File: src/rtl/mul_pkg.sv
package mul_pkg;
    typedef enum logic [1:0] {
        OP_LO  = 2'b00,
        OP_HSS = 2'b01,
        OP_HSU = 2'b10,
        OP_HUU = 2'b11
    } mul_op_e;

    typedef enum logic [1:0] {
        ST_IDLE = 2'b00,
        ST_RUN  = 2'b01,
        ST_DONE = 2'b10
    } mul_st_e;
endpackage

File: src/rtl/mul_opnd_ext.sv
module mul_opnd_ext #(
    parameter int W = 32
) (
    input  logic [W-1:0] val_i,
    input  logic         sgn_i,
    output logic [W:0]   ext_o
);
    always_comb begin
        ext_o = {sgn_i & val_i[W-1], val_i};
    end
endmodule

File: src/rtl/mul_step.sv
module mul_step #(
    parameter int PW = 66
) (
    input  logic [PW-1:0] acc_i,
    input  logic [PW-1:0] mcand_i,
    input  logic          take_i,
    input  logic          neg_i,
    output logic [PW-1:0] acc_o
);
    always_comb begin
        if (!take_i) begin
            acc_o = acc_i;
        end else if (neg_i) begin
            acc_o = acc_i - mcand_i;
        end else begin
            acc_o = acc_i + mcand_i;
        end
    end
endmodule

File: src/rtl/mul_half_sel.sv
module mul_half_sel #(
    parameter int W = 32
) (
    input  logic [2*W-1:0] prod_i,
    input  logic           hi_i,
    output logic [W-1:0]   res_o
);
    always_comb begin
        res_o = hi_i ? prod_i[2*W-1:W] : prod_i[W-1:0];
    end
endmodule

File: src/rtl/mul_unit.sv
module mul_unit
    import mul_pkg::*;
#(
    parameter int W = 32
) (
    input  logic         clk,
    input  logic         rst_n,
    input  logic         req_valid_i,
    output logic         req_ready_o,
    input  logic [1:0]   req_op_i,
    input  logic [W-1:0] req_a_i,
    input  logic [W-1:0] req_b_i,
    output logic         done_o,
    output logic [W-1:0] res_o
);
    localparam int XW = W + 1;
    localparam int PW = 2 * XW;
    localparam int CW = $clog2(XW + 1);

    typedef struct packed {
        mul_st_e         st;
        logic [CW-1:0]   cnt;
        logic [PW-1:0]   acc;
        logic [PW-1:0]   mcand;
        logic [XW-1:0]   mplier;
        mul_op_e         op;
        logic [W-1:0]    res;
    } regs_t;

    regs_t r_q, r_d;

    logic          a_sgn, b_sgn, last;
    logic [XW-1:0] a_ext, b_ext;
    logic [PW-1:0] acc_nx;
    logic [W-1:0]  res_nx;

    assign a_sgn = (req_op_i == OP_HSS) || (req_op_i == OP_HSU);
    assign b_sgn = (req_op_i == OP_HSS);
    assign last  = (r_q.cnt == CW'(W));

    mul_opnd_ext #(.W(W)) u_ext_a (.val_i(req_a_i), .sgn_i(a_sgn), .ext_o(a_ext));
    mul_opnd_ext #(.W(W)) u_ext_b (.val_i(req_b_i), .sgn_i(b_sgn), .ext_o(b_ext));

    mul_step #(.PW(PW)) u_step (
        .acc_i   (r_q.acc),
        .mcand_i (r_q.mcand),
        .take_i  (r_q.mplier[0]),
        .neg_i   (last),
        .acc_o   (acc_nx)
    );

    mul_half_sel #(.W(W)) u_sel (
        .prod_i (acc_nx[2*W-1:0]),
        .hi_i   (r_q.op != OP_LO),
        .res_o  (res_nx)
    );

    always_comb begin
        r_d = r_q;
        case (r_q.st)
            ST_IDLE: begin
                if (req_valid_i) begin
                    r_d.st     = ST_RUN;
                    r_d.cnt    = '0;
                    r_d.acc    = '0;
                    r_d.mcand  = {{XW{a_ext[XW-1]}}, a_ext};
                    r_d.mplier = b_ext;
                    r_d.op     = mul_op_e'(req_op_i);
                end
            end
            ST_RUN: begin
                r_d.acc    = acc_nx;
                r_d.mcand  = r_q.mcand << 1;
                r_d.mplier = r_q.mplier >> 1;
                r_d.cnt    = r_q.cnt + CW'(1);
                if (last) begin
                    r_d.st  = ST_DONE;
                    r_d.res = res_nx;
                end
            end
            default: begin
                r_d.st = ST_IDLE;
            end
        endcase
    end

    always_ff @(posedge clk or negedge rst_n) begin
        if (!rst_n) begin
            r_q <= '0;
        end else begin
            r_q <= r_d;
        end
    end

    assign req_ready_o = (r_q.st == ST_IDLE);
    assign done_o      = (r_q.st == ST_DONE);
    assign res_o       = r_q.res;

    AST_DONE_SINGLE: assert property (@(posedge clk) disable iff (!rst_n)
        done_o |=> !done_o);
    AST_DONE_AFTER_LAST: assert property (@(posedge clk) disable iff (!rst_n)
        $rose(done_o) |-> ($past(r_q.cnt) == CW'(W)));
    AST_ACCEPT_BLOCKS: assert property (@(posedge clk) disable iff (!rst_n)
        (req_valid_i && req_ready_o) |=> !req_ready_o);
    AST_OP_HELD: assert property (@(posedge clk) disable iff (!rst_n)
        (r_q.st == ST_RUN) |=> $stable(r_q.op));
    AST_RES_HELD: assert property (@(posedge clk) disable iff (!rst_n)
        !done_o |-> $stable(res_o));
endmodule

File: config.mk
export PLATFORM = sky130hd
export DESIGN_NAME = mul_unit
export DESIGN_NICKNAME = d
export VERILOG_FILES = /design/src/rtl/mul_pkg.sv /design/src/rtl/mul_opnd_ext.sv /design/src/rtl/mul_step.sv /design/src/rtl/mul_half_sel.sv /design/src/rtl/mul_unit.sv
export SDC_FILE = /design/constraint.sdc
export NUM_CORES = 1
export LEC_CHECK = 0
export ABC_AREA = 1
export BUFFER_PORTS_ARGS = -buffer_cell sky130_fd_sc_hd__buf_2
export CAP_MARGIN = 0
export CORE_ASPECT_RATIO = 1.4
export CORE_MARGIN = 2
export CORE_UTILIZATION = 67
export CTS_CLUSTER_SIZE = 10
export DETAILED_ROUTE_END_ITERATION = 10
export GPL_TIMING_DRIVEN = 0
export PLACE_DENSITY = 0.95
export SLEW_MARGIN = 0
export SYNTH_ARGS = -nofsm -noshare
export SYNTH_HDL_FRONTEND = slang
export SYNTH_SLANG_ARGS = --single-unit
export TNS_END_PERCENT = 50
File: constraint.sdc
create_clock -name clk -period 7.9 [get_ports clk]
set_input_delay 0.79 -clock clk [delete_from_list [all_inputs] [get_ports clk]]
set_output_delay 0.79 -clock clk [all_outputs]
set_load 0.01 [all_outputs]
==> flow_summary_export.csv <==
group,metric,value,unit
status,run_status,"completed",
clocking,clk_pin_slew_worst_paths,60,ps
logic_synthesis,avgSynthCellArea,6.16,um2
clocking,worstSkewPairLatency,550,ps
logic_synthesis,yosys_warnings,0,
sta,max-slew-margin-rel,22.5,%
layout,final-seq-area,5080,um2
sta,finalHoldViolations,0,
die,die_x,139,um
routing,via_per_inst,5.87,
logic_synthesis,synth_top_family_by_area,"simple AND/OR/NAND/NOR gates",
sta,tightest_slew,1160,ps
power_and_ir_drop,powerDensity,455,nW/um2
clocking,clock-root-buffer,"clkbuf_16",
critical_path,cp-end-kind,"flip-flop",
logic_synthesis,synth_compound_area_share,9.93,%
sta,slew_viol_final,0,
grt,track_usage,45.1,%
clocking,cts_buffers,24,
routing,drc,0,
sta,setup_viol,0,
run,max_cap_viol_count,0,
critical_path,criticalPathCategory,"flip-flop to flip-flop",
logic_synthesis,synth_mux_area_share,0,%
logic_synthesis,yosysTopAreaCell,"dfrtp_1",
critical_path,crit_path_start_kind,"flip-flop",
sta,max_freq,202,MHz
power_and_ir_drop,fin_total_pwr,8540,uW
die,coreArea,25300,um2
logic_synthesis,synth-seq-cells,203,
clocking,postCtsSetupBuffers,0,
critical_path,cp.required,8330,ps
power_and_ir_drop,p_leak,0.0108,uW
place,gp_congestion,1.14,
die,dieArea,26900,um2
clocking,cts.sinks,203,
die,die_h,193,um
logic_synthesis,synth-simple-area-share,38.3,%
logic_synthesis,synth_cells,2786,
sta,period_needed,4950,ps
die,fp-row-count,69,
clocking,cts_resized,0,
critical_path,startpoint,"r_q[199]",
clocking,clock_path_buffers,3,
routing,drt-wirelength-per-cell,19.0,um
grt,antenna_found_initial,1,
clocking,cts_hold_buf,0,
place,dp_cells,3208,
place,dpl.hpwl,47.8,mm
clocking,cts_max_level,1,
critical_path,worstPathArrival,5370,ps
place,port_buffers,102,
routing,wl,61.5,mm
logic_synthesis,synth_fa_ha_area_share,5.00,%
grt,grt_pass1_vias,18700,
grt,grt_pass1_wl,95.7,mm
routing,via_count,19000,
min_path,hold_path_class,"input pin to asynchronous set/reset pin",
critical_path,cp_max_fo,10,
routing,dr.first_iter.drc_count,2031,
routing,postRouteAntennaNets,0,
sta,grt_setup_unrepaired,"false",
die,initial_core_util,67.9,%
layout,layout-drive-gt1-share,7.54,%
sta,tns,0,ps
layout,final_cells,3238,
grt,grt_max_degree,118,
die,pin_count,103,
logic_synthesis,synth_area_leaders,"dfrtp_1, nand2_1, inv_1",
grt,grt.overflow.total,0,
routing,drt_pass1_iterations,7,
logic_synthesis,synth_top_cell_area_share,29.6,%
power_and_ir_drop,vdd_ir_drop_max,321,uV
logic_synthesis,synthDistinctLibCells,49,
logic_synthesis,ys_seq_area_share,29.6,%
clocking,cts_tree,"done",
layout,syn_to_final_growth,9.32,%
layout,n_fill_cell,2152,
logic_synthesis,synth_area,17200,um2
sta,finalCritPeriodShare,62.6,%
layout,multiInputGateArea,9840,um2
critical_path,worstReg2RegStart,"r_q[199]",
logic_synthesis,synth.net_count,2923,
logic_synthesis,synth_xor_area_share,4.03,%
layout,final_nets,3052,
sta,fin_skew,34.3,ps
cell families after synthesis:
kind of cell / after synthesis
simple gates: 1580
buf+inv: 566
compound gates: 290
flops: 203
xor+xnor: 79
fa+ha+maj: 68
cell type report:
type | instances | share of cell area, %
Antenna cell | 1 | 0.0133
Clock buffer | 28 | 3.45
Inverter | 453 | 9.06
Timing Repair Buffer | 103 | 2.92
Multi-Input combinational cell | 2017 | 52.4
Sequential cell | 203 | 27.1
Tap cell | 319 | 2.13
Clock inverter | 1 | 0.0267
Buffer | 113 | 2.97
worst paths after layout:
kind                                  end  cells past startpoint  slack [ps]
worst min register to register  res_o[19]                      2         480
worst min-delay path              r_q[77]                      1         320
worst max-delay path            res_o[11]                     22        2950
min in group clk                res_o[19]                      2         480
max in group asynchronous       res_o[25]                      2        6570
worst max register to register  res_o[11]                     22        2950
synth_stat cells (all sizes together):
master,instances
a21o,15
a21oi,98
a221oi,4
a22oi,34
a31oi,3
a41oi,2
and2,1
and3,1
buf,54
clkbuf,59
clkinv,2
dfrtp,203
fa,1
ha,67
inv,451
nand2,1064
nand3,215
nand3b,22
nand4,20
nor2,228
nor3,24
nor4,5
o211ai,3
o21ai,89
o21bai,6
o221ai,2
o22ai,31
o311ai,1
o31ai,1
o41ai,1
xnor2,10
xor2,69
stage by stage:
stage	area, um2	hold WS, ps	util, %	setup slack (ps)
final	18800	324	74.2	2950
after detailed placement	18100	466	71.6	3220
after CTS	18800	376	74.2	3170
after floorplan	17200	448	-	4640
after global placement	18100	463	71.5	2650
after global routing	18800	431	74.2	2730
critical path: stages (launching register included):
cell and delay, ps:
dfrtp_1 370, inv_1 70, ha_1 220, nand3_2 270
clkbuf_1 570, clkbuf_1 580, nand2_1 140, xor2_1 380
ha_1 260, nand2_1 150, nor2_1 240, inv_1 80
nor2_1 220, and2_1 170, nand2_1 80, nand2_1 190
nand2_1 100, nand2_1 80, nand2_1 50, nand3_1 90
nand3_1 210, nand2_1 230, nand2_1 60
placed cells by master (no fill, tap or decap), types with 4 or more instances in the layout:
master,netlist,layout
o21ai_0,75,75
clkbuf_16,0,25
dfrtp_1,203,203
nand2_1,1056,1056
nor2_1,212,212
buf_2,11,112
inv_2,4,4
o22ai_1,31,31
a21o_1,15,15
a21oi_1,97,97
nor2_2,8,8
nor4_1,5,5
nor3_2,6,6
buf_1,11,11
nor3_1,17,17
buf_4,32,32
xnor2_1,10,10
ha_1,67,67
nand3_1,210,210
nand2_2,6,6
nand3b_1,21,21
o21bai_1,6,6
xor2_1,69,69
nor2_4,8,8
inv_1,447,447
a221oi_1,4,4
a22oi_1,34,34
clkbuf_1,59,61
nand4_1,19,19
o21ai_1,10,10
layer usage:
metal  up-vias  track usage, %  part of all wire [%]
met1      8589            51.0                    35
li1       8884               -                     -
met3       364            8.07                   9.2
met4         0            37.1                    10
met5         -               0                     0
met2      1172            74.1                    46
flip-flops by register name, indices dropped and copies added, names as in the netlist:
name,flops
res_o,32
r_q,171
power breakdown:
group | switching [uW] | leakage [uW] | internal (uW)
sequential | 402 | 0.00253 | 1460
combinational | 3900 | 0.00797 | 1770
clock | 438 | 0.000322 | 566
total | 4740 | 0.0108 | 3790
Power figures use the tool's default switching activity.
